==> src/rtl/wpg_pkg.sv <==
package wpg_pkg;

  typedef enum logic [1:0] {
    KS_IDLE,
    KS_ONE,
    KS_TWO,
    KS_OPEN
  } key_st_t;

  typedef enum logic [2:0] {
    TG_CTRL,
    TG_STAT,
    TG_UNLK_A,
    TG_UNLK_B,
    TG_OTHER
  } tgt_t;

  typedef struct packed {
    logic wr;
    tgt_t tgt;
    logic key1;
    logic key2;
    logic key3;
  } wdec_t;

endpackage

==> src/rtl/wpg_decode.sv <==
module wpg_decode
  import wpg_pkg::*;
#(
  parameter int ADDR_W = 8,
  parameter int DATA_W = 32,
  parameter int KEY_W = 16,
  parameter logic [ADDR_W-1:0] CTRL_OFS = 'h00,
  parameter logic [ADDR_W-1:0] UNLK_A_OFS = 'h18,
  parameter logic [ADDR_W-1:0] UNLK_B_OFS = 'h1C,
  parameter logic [ADDR_W-1:0] STAT_OFS = 'h2C,
  parameter logic [KEY_W-1:0] KEY1 = 'h7123,
  parameter logic [KEY_W-1:0] KEY2 = 'h812A,
  parameter logic [KEY_W-1:0] KEY3 = 'hBEE1
) (
  input  logic              wr,
  input  logic [ADDR_W-1:0] addr,
  input  logic [DATA_W-1:0] wdata,
  output wdec_t             dec
);
  localparam int PAD_W = DATA_W - KEY_W;

  logic [DATA_W-1:0] k1_full, k2_full, k3_full;

  assign k1_full = {{PAD_W{1'b0}}, KEY1};
  assign k2_full = {{PAD_W{1'b0}}, KEY2};
  assign k3_full = {{PAD_W{1'b0}}, KEY3};

  always_comb begin
    dec.wr = wr;
    if (addr == CTRL_OFS)        dec.tgt = TG_CTRL;
    else if (addr == STAT_OFS)   dec.tgt = TG_STAT;
    else if (addr == UNLK_A_OFS) dec.tgt = TG_UNLK_A;
    else if (addr == UNLK_B_OFS) dec.tgt = TG_UNLK_B;
    else                         dec.tgt = TG_OTHER;
    dec.key1 = (wdata == k1_full);
    dec.key2 = (wdata == k2_full);
    dec.key3 = (wdata == k3_full);
  end
endmodule

==> src/rtl/wpg_keyseq.sv <==
module wpg_keyseq
  import wpg_pkg::*;
(
  input  logic  clk,
  input  logic  rst_n,
  input  wdec_t dec,
  output logic  open
);
  key_st_t st_q, st_d;

  always_comb begin
    st_d = st_q;
    if (dec.wr) begin
      unique case (st_q)
        KS_IDLE: st_d = (dec.tgt == TG_UNLK_A && dec.key1) ? KS_ONE : KS_IDLE;
        KS_ONE:  st_d = (dec.tgt == TG_UNLK_B && dec.key2) ? KS_TWO : KS_IDLE;
        KS_TWO:  st_d = (dec.tgt == TG_UNLK_A && dec.key3) ? KS_OPEN : KS_IDLE;
        KS_OPEN: st_d = KS_IDLE;
        default: st_d = KS_IDLE;
      endcase
    end
  end

  always_ff @(posedge clk or negedge rst_n) begin
    if (!rst_n) st_q <= KS_IDLE;
    else        st_q <= st_d;
  end

  assign open = (st_q == KS_OPEN);
endmodule

==> src/rtl/wpg_gate.sv <==
module wpg_gate
  import wpg_pkg::*;
#(
  parameter int ADDR_W = 8,
  parameter int DATA_W = 32,
  parameter int WP_BIT = 1,
  parameter int ERR_BIT = 1
) (
  input  logic              clk,
  input  logic              rst_n,
  input  wdec_t             dec,
  input  logic              open,
  input  logic [ADDR_W-1:0] addr,
  input  logic [DATA_W-1:0] wdata,
  output logic              fwd_wr,
  output logic [ADDR_W-1:0] fwd_addr,
  output logic [DATA_W-1:0] fwd_wdata,
  output logic              wp_flag,
  output logic              wp_err
);
  logic              wp_q, wp_d, err_q, err_d, fw_d;
  logic [DATA_W-1:0] fd_d;

  always_comb begin
    wp_d  = wp_q;
    err_d = err_q;
    fw_d  = 1'b0;
    fd_d  = wdata;
    if (dec.wr) begin
      unique case (dec.tgt)
        TG_UNLK_A, TG_UNLK_B: ;
        TG_STAT: begin
          if (wdata[ERR_BIT]) err_d = 1'b0;
          fw_d = !wp_q;
        end
        TG_CTRL: begin
          if (open) begin
            wp_d = wdata[WP_BIT];
            fw_d = 1'b1;
          end else if (wp_q) begin
            err_d = 1'b1;
          end else begin
            fd_d[WP_BIT] = wp_q;
            fw_d = 1'b1;
          end
        end
        default: begin
          if (wp_q) err_d = 1'b1;
          else      fw_d = 1'b1;
        end
      endcase
    end
  end

  always_ff @(posedge clk or negedge rst_n) begin
    if (!rst_n) begin
      wp_q      <= 1'b1;
      err_q     <= 1'b0;
      fwd_wr    <= 1'b0;
      fwd_addr  <= '0;
      fwd_wdata <= '0;
    end else begin
      wp_q   <= wp_d;
      err_q  <= err_d;
      fwd_wr <= fw_d;
      if (fw_d) begin
        fwd_addr  <= addr;
        fwd_wdata <= fd_d;
      end
    end
  end

  assign wp_flag = wp_q;
  assign wp_err  = err_q;
endmodule

==> src/rtl/wp_guard.sv <==
module wp_guard
  import wpg_pkg::*;
#(
  parameter int ADDR_W = 8,
  parameter int DATA_W = 32,
  parameter int KEY_W = 16,
  parameter int WP_BIT = 1,
  parameter int ERR_BIT = 1,
  parameter logic [ADDR_W-1:0] CTRL_OFS = 'h00,
  parameter logic [ADDR_W-1:0] UNLK_A_OFS = 'h18,
  parameter logic [ADDR_W-1:0] UNLK_B_OFS = 'h1C,
  parameter logic [ADDR_W-1:0] STAT_OFS = 'h2C,
  parameter logic [KEY_W-1:0] KEY1 = 'h7123,
  parameter logic [KEY_W-1:0] KEY2 = 'h812A,
  parameter logic [KEY_W-1:0] KEY3 = 'hBEE1
) (
  input  logic              clk,
  input  logic              rst_n,
  input  logic              bus_wr,
  input  logic [ADDR_W-1:0] bus_addr,
  input  logic [DATA_W-1:0] bus_wdata,
  output logic              fwd_wr,
  output logic [ADDR_W-1:0] fwd_addr,
  output logic [DATA_W-1:0] fwd_wdata,
  output logic              wp_flag,
  output logic              wp_err,
  output logic              unlock_open
);
  wdec_t dec;

  wpg_decode #(
    .ADDR_W(ADDR_W), .DATA_W(DATA_W), .KEY_W(KEY_W),
    .CTRL_OFS(CTRL_OFS), .UNLK_A_OFS(UNLK_A_OFS),
    .UNLK_B_OFS(UNLK_B_OFS), .STAT_OFS(STAT_OFS),
    .KEY1(KEY1), .KEY2(KEY2), .KEY3(KEY3)
  ) u_dec (
    .wr(bus_wr), .addr(bus_addr), .wdata(bus_wdata), .dec(dec)
  );

  wpg_keyseq u_key (
    .clk(clk), .rst_n(rst_n), .dec(dec), .open(unlock_open)
  );

  wpg_gate #(
    .ADDR_W(ADDR_W), .DATA_W(DATA_W), .WP_BIT(WP_BIT), .ERR_BIT(ERR_BIT)
  ) u_gate (
    .clk(clk), .rst_n(rst_n), .dec(dec), .open(unlock_open),
    .addr(bus_addr), .wdata(bus_wdata),
    .fwd_wr(fwd_wr), .fwd_addr(fwd_addr), .fwd_wdata(fwd_wdata),
    .wp_flag(wp_flag), .wp_err(wp_err)
  );
endmodule

==> config.mk <==
export PLATFORM = sky130hd
export DESIGN_NAME = wp_guard
export DESIGN_NICKNAME = d
export VERILOG_FILES = /design/src/rtl/wpg_pkg.sv /design/src/rtl/wpg_decode.sv /design/src/rtl/wpg_keyseq.sv /design/src/rtl/wpg_gate.sv /design/src/rtl/wp_guard.sv
export SDC_FILE = /design/constraint.sdc
export NUM_CORES = 1
export LEC_CHECK = 0
export CAP_MARGIN = 40
export CORE_MARGIN = 2
export CORE_UTILIZATION = 37
export CTS_BUF_LIST = sky130_fd_sc_hd__clkbuf_16
export CTS_CLUSTER_DIAMETER = 30
export DETAILED_ROUTE_END_ITERATION = 10
export GPL_TIMING_DRIVEN = 0
export HOLD_SLACK_MARGIN = 0.06
export PLACE_DENSITY = 0.71
export SYNTH_ARGS = -nofsm -noshare
export SYNTH_HDL_FRONTEND = slang
export SYNTH_SLANG_ARGS = --single-unit
==> constraint.sdc <==
create_clock -name clk -period 3.85 [get_ports clk]
set_input_delay 0.77 -clock clk [delete_from_list [all_inputs] [get_ports clk]]
set_output_delay 0.77 -clock clk [all_outputs]
set_load 0.005 [all_outputs]
==> results.json <==
{
  "yosysTopAreaCellShare": 0.5219,
  "drt_iter0_drc": 38,
  "ys_warn_count": 0,
  "setup_viol": 0,
  "numCtsBuffers": 5,
  "fin_nets": 271,
  "fp-row-count": 27,
  "hold_buffers": 0,
  "fin_hold_ws_ns": 0.4752,
  "crit_type": "input port to flip-flop",
  "synth_top_cell_by_area": "dfrtp_1",
  "area_delta_synth_final_pct": 55.16,
  "fin_crit_sh": 0.6722,
  "finalSetupTns_ns": 0,
  "synth-seq-cells": 45,
  "crit_path_start_kind": "input port",
  "postCtsSetupRepairBufs": 0,
  "synthTopCellsByArea": "dfrtp_1 (52%), mux2_4 (28%), buf_6 (2.1%)",
  "vdd_drop_max_mv": 0.1707,
  "ys_types": 33,
  "synthCells": 134,
  "p_sw_uw": 276.2,
  "p_per_area_mw_per_mm2": 412.4,
  "rsz0062_at_grt": "false",
  "core_area_mm2": 0.005507,
  "grtUsageTotal": 0.1746,
  "grt_max_degree": 24,
  "internal_power_mw": 1.074,
  "dr.pass1.iters": 4,
  "grt_pass1_wl_um": 8273,
  "path_delay_family": "buffers and inverters",
  "max-clock-path-buffers": 2,
  "worst_slew_pin_slew_ns": 0.5637,
  "cts_tree": "done",
  "num_antenna_cells": 0,
  "cp_cell_sequence": "clkdlybuf4s50_1 -> nor4_1 -> nand4_1 -> a21oi_4 -> buf_6 -> mux2_4",
  "path_clk_slew_ns": 0.06,
  "clk_latency_ns": 0.28,
  "tritoncts_num_sinks": 45,
  "required_ns": 4.02,
  "grt_pass1_vias": 1571,
  "place_congestion": 0.7656,
  "dpl.hpwl_um": 4011,
  "p_leak_nw": 1.400,
  "gr-total-overflow": 0,
  "cp.arrival_ns": 2.75,
  "avgViaCountPerCell": 4.990,
  "p_total_mw": 1.350,
  "cts.repair.resized": 0,
  "syn-num-nets": 177,
  "cp_num_buf_inv": 2,
  "hold_violations": 0,
  "finalClockSkew_ns": 0.006101,
  "ant_nets": 0,
  "routedWlPerCell_um": 17.24,
  "dieHeight_um": 79.51,
  "initial_utilization": 0.3831,
  "worstSetupEndpointType": "flip-flop",
  "post-route-drc-count": 0,
  "layout_min_cycle_time_ns": 2.588,
  "p_seq_frac": 0.402,
  "syn-cell-area_mm2": 0.002110,
  "grt_antenna_before_repair": 0,
  "pwr-share-clk": 0.401,
  "ys_seq_area_frac": 0.5344,
  "wirelength_um": 5190,
  "h-tree-depth": 2,
  "drive_above_1_share": 0.2664,
  "ios": 87,
  "cp_slowest_cell": "clkdlybuf4s50_1",
  "die_area_mm2": 0.006321,
  "worstPathMaxFanout": 10,
  "slew_viol_final": 0,
  "port_buffers": 86,
  "relSlewSlack": 0.6242,
  "combPwrFrac": 0.197,
  "vias": 1502,
  "outcome": "finished, final reports clean",
  "switching_share": 0.2046,
  "max_freq_mhz": 386.4,
  "cts_root_buf": "clkbuf_16",
  "die_w_um": 79.51,
  "synth.avg_cell_area_um2": 15.74,
  "hold_path_class": "input port to asynchronous set/reset pin",
  "slowest_delay_ns": 0.48,
  "drv_cap": 0
}
## synthesized netlist by cell type
cell       count
or4b_1         1
o21ai_4        1
nor3b_2        1
o32ai_1        1
o22ai_1        1
nor4bb_1       1
or4b_2         1
nand3_1        1
nor4b_1        4
nand4b_1       2
buf_6          4
or4_1          1
nor3b_1        1
nor4_1         6
mux2_2         2
a32oi_1        1
nor3_1         1
nand2_1        2
dfrtp_1       44
a41oi_1        1
or4_4          1
nor2_1         1
a31oi_1        1
o31ai_1        1
nor2b_1        1
mux2_4        39
dfstp_2        1
nand3b_1       2
nand4_1        2
a2bb2oi_1      1
and3b_1        1
inv_1          5
a21oi_4        1
## worst paths after layout
path / from / endpoint / slack [ns] / cells past startpoint
max in group asynchronous: rst_n / u_gate.wp_flag$_DFFE_PN1P_ / 2.79 / 2
hold reg to reg: u_gate.fwd_wdata[4]$_DFFE_PN0P_ / u_gate.fwd_wdata[4]$_DFFE_PN0P_ / 0.51 / 1
setup / recovery: bus_addr[4] / u_gate.fwd_addr[7]$_DFFE_PN0P_ / 1.26 / 6
hold / removal: rst_n / u_gate.fwd_addr[3]$_DFFE_PN0P_ / 0.48 / 1
setup reg to reg: u_key.st_q[1]$_DFFE_PN0P_ / u_key.st_q[0]$_DFFE_PN0P_ / 2.02 / 4
min in group clk: u_gate.fwd_wdata[4]$_DFFE_PN0P_ / u_gate.fwd_wdata[4]$_DFFE_PN0P_ / 0.51 / 1
## through the flow
step | cells | worst slack, ns | instance area (µm²) | utilization
6_report | 301 | 1.262 | 3273 | 0.5944
5_1_grt | 301 | 1.138 | 3273 | 0.5944
4_1_cts | 301 | 1.252 | 3273 | 0.5944
3_5_place_dp | 293 | 0.9445 | 3083 | 0.5599
3_3_place_gp | 292 | 0.8067 | 3060 | 0.5558
2_1_floorplan | 134 | 1.662 | 2110 | -
## power by group through the flow
stage | clock network (mW) | logic [mW] | registers (mW)
global placement | 0 | 0.262 | 0.549
finish | 0.541 | 0.266 | 0.543
CTS | 0.554 | 0.270 | 0.543
floorplan | 0 | 0.0947 | 0.552
global route | 0.580 | 0.283 | 0.548
detailed placement | 0 | 0.269 | 0.551
## logic make-up after synthesis
kind of cell	share of synthesized area
flip-flops	0.5344
multiplexers	0.2883
AND/OR/NAND/NOR	0.1056
AO/OA/AOI/OAI	0.04153
buffers and inverters	0.03025
## layout by cell type, fill, tap and decap left out, types with 2 or more instances in the layout
cell,count
mux2_4,39
nor4_1,6
mux2_2,2
bufinv_16,2
clkdlybuf4s50_1,85
buf_6,4
clkbuf_16,5
dfrtp_1,44
nand2_1,2
nor4b_1,4
inv_1,5
nand3b_1,2
nand4b_1,2
nand4_1,2
## final cells by class
type / count / area, µm²
Timing Repair Buffer: 87 / 883.3
Fill cell: 447 / 2233
Clock buffer: 5 / 125.1
Inverter: 5 / 18.77
Sequential cell: 45 / 1127
Tap cell: 72 / 90.09
Clock inverter: 3 / 65.06
Multi-Input combinational cell: 80 / 918.4
Buffer: 4 / 45.04
## registers in the layout (all words and copies together) (netlist names)
register          count
u_gate.fwd_addr       8
u_gate.fwd_wr         1
u_gate.fwd_wdata     32
u_gate.wp_flag        1
u_gate.wp_err         1
u_key.st_q            2
## layer usage
layer / GRT usage / up-vias / wire, µm / share of wire
met4: 0.05690 / 0 / 65 / 0.013
met5: 0 / - / 0 / 0
met2: 0.2958 / 55 / 2541 / 0.49
met3: 0.03620 / 5 / 243 / 0.047
met1: 0.2221 / 743 / 2339 / 0.45
li1: - / 699 / - / -
## worst register-to-register path, cell delays in order (launching register included)
cell     delay [ns]
dfrtp_1        0.42
or4b_1         0.49
nor4b_1        0.40
a31oi_1        0.15
o32ai_1        0.27
(Power assumes the default switching activity.)
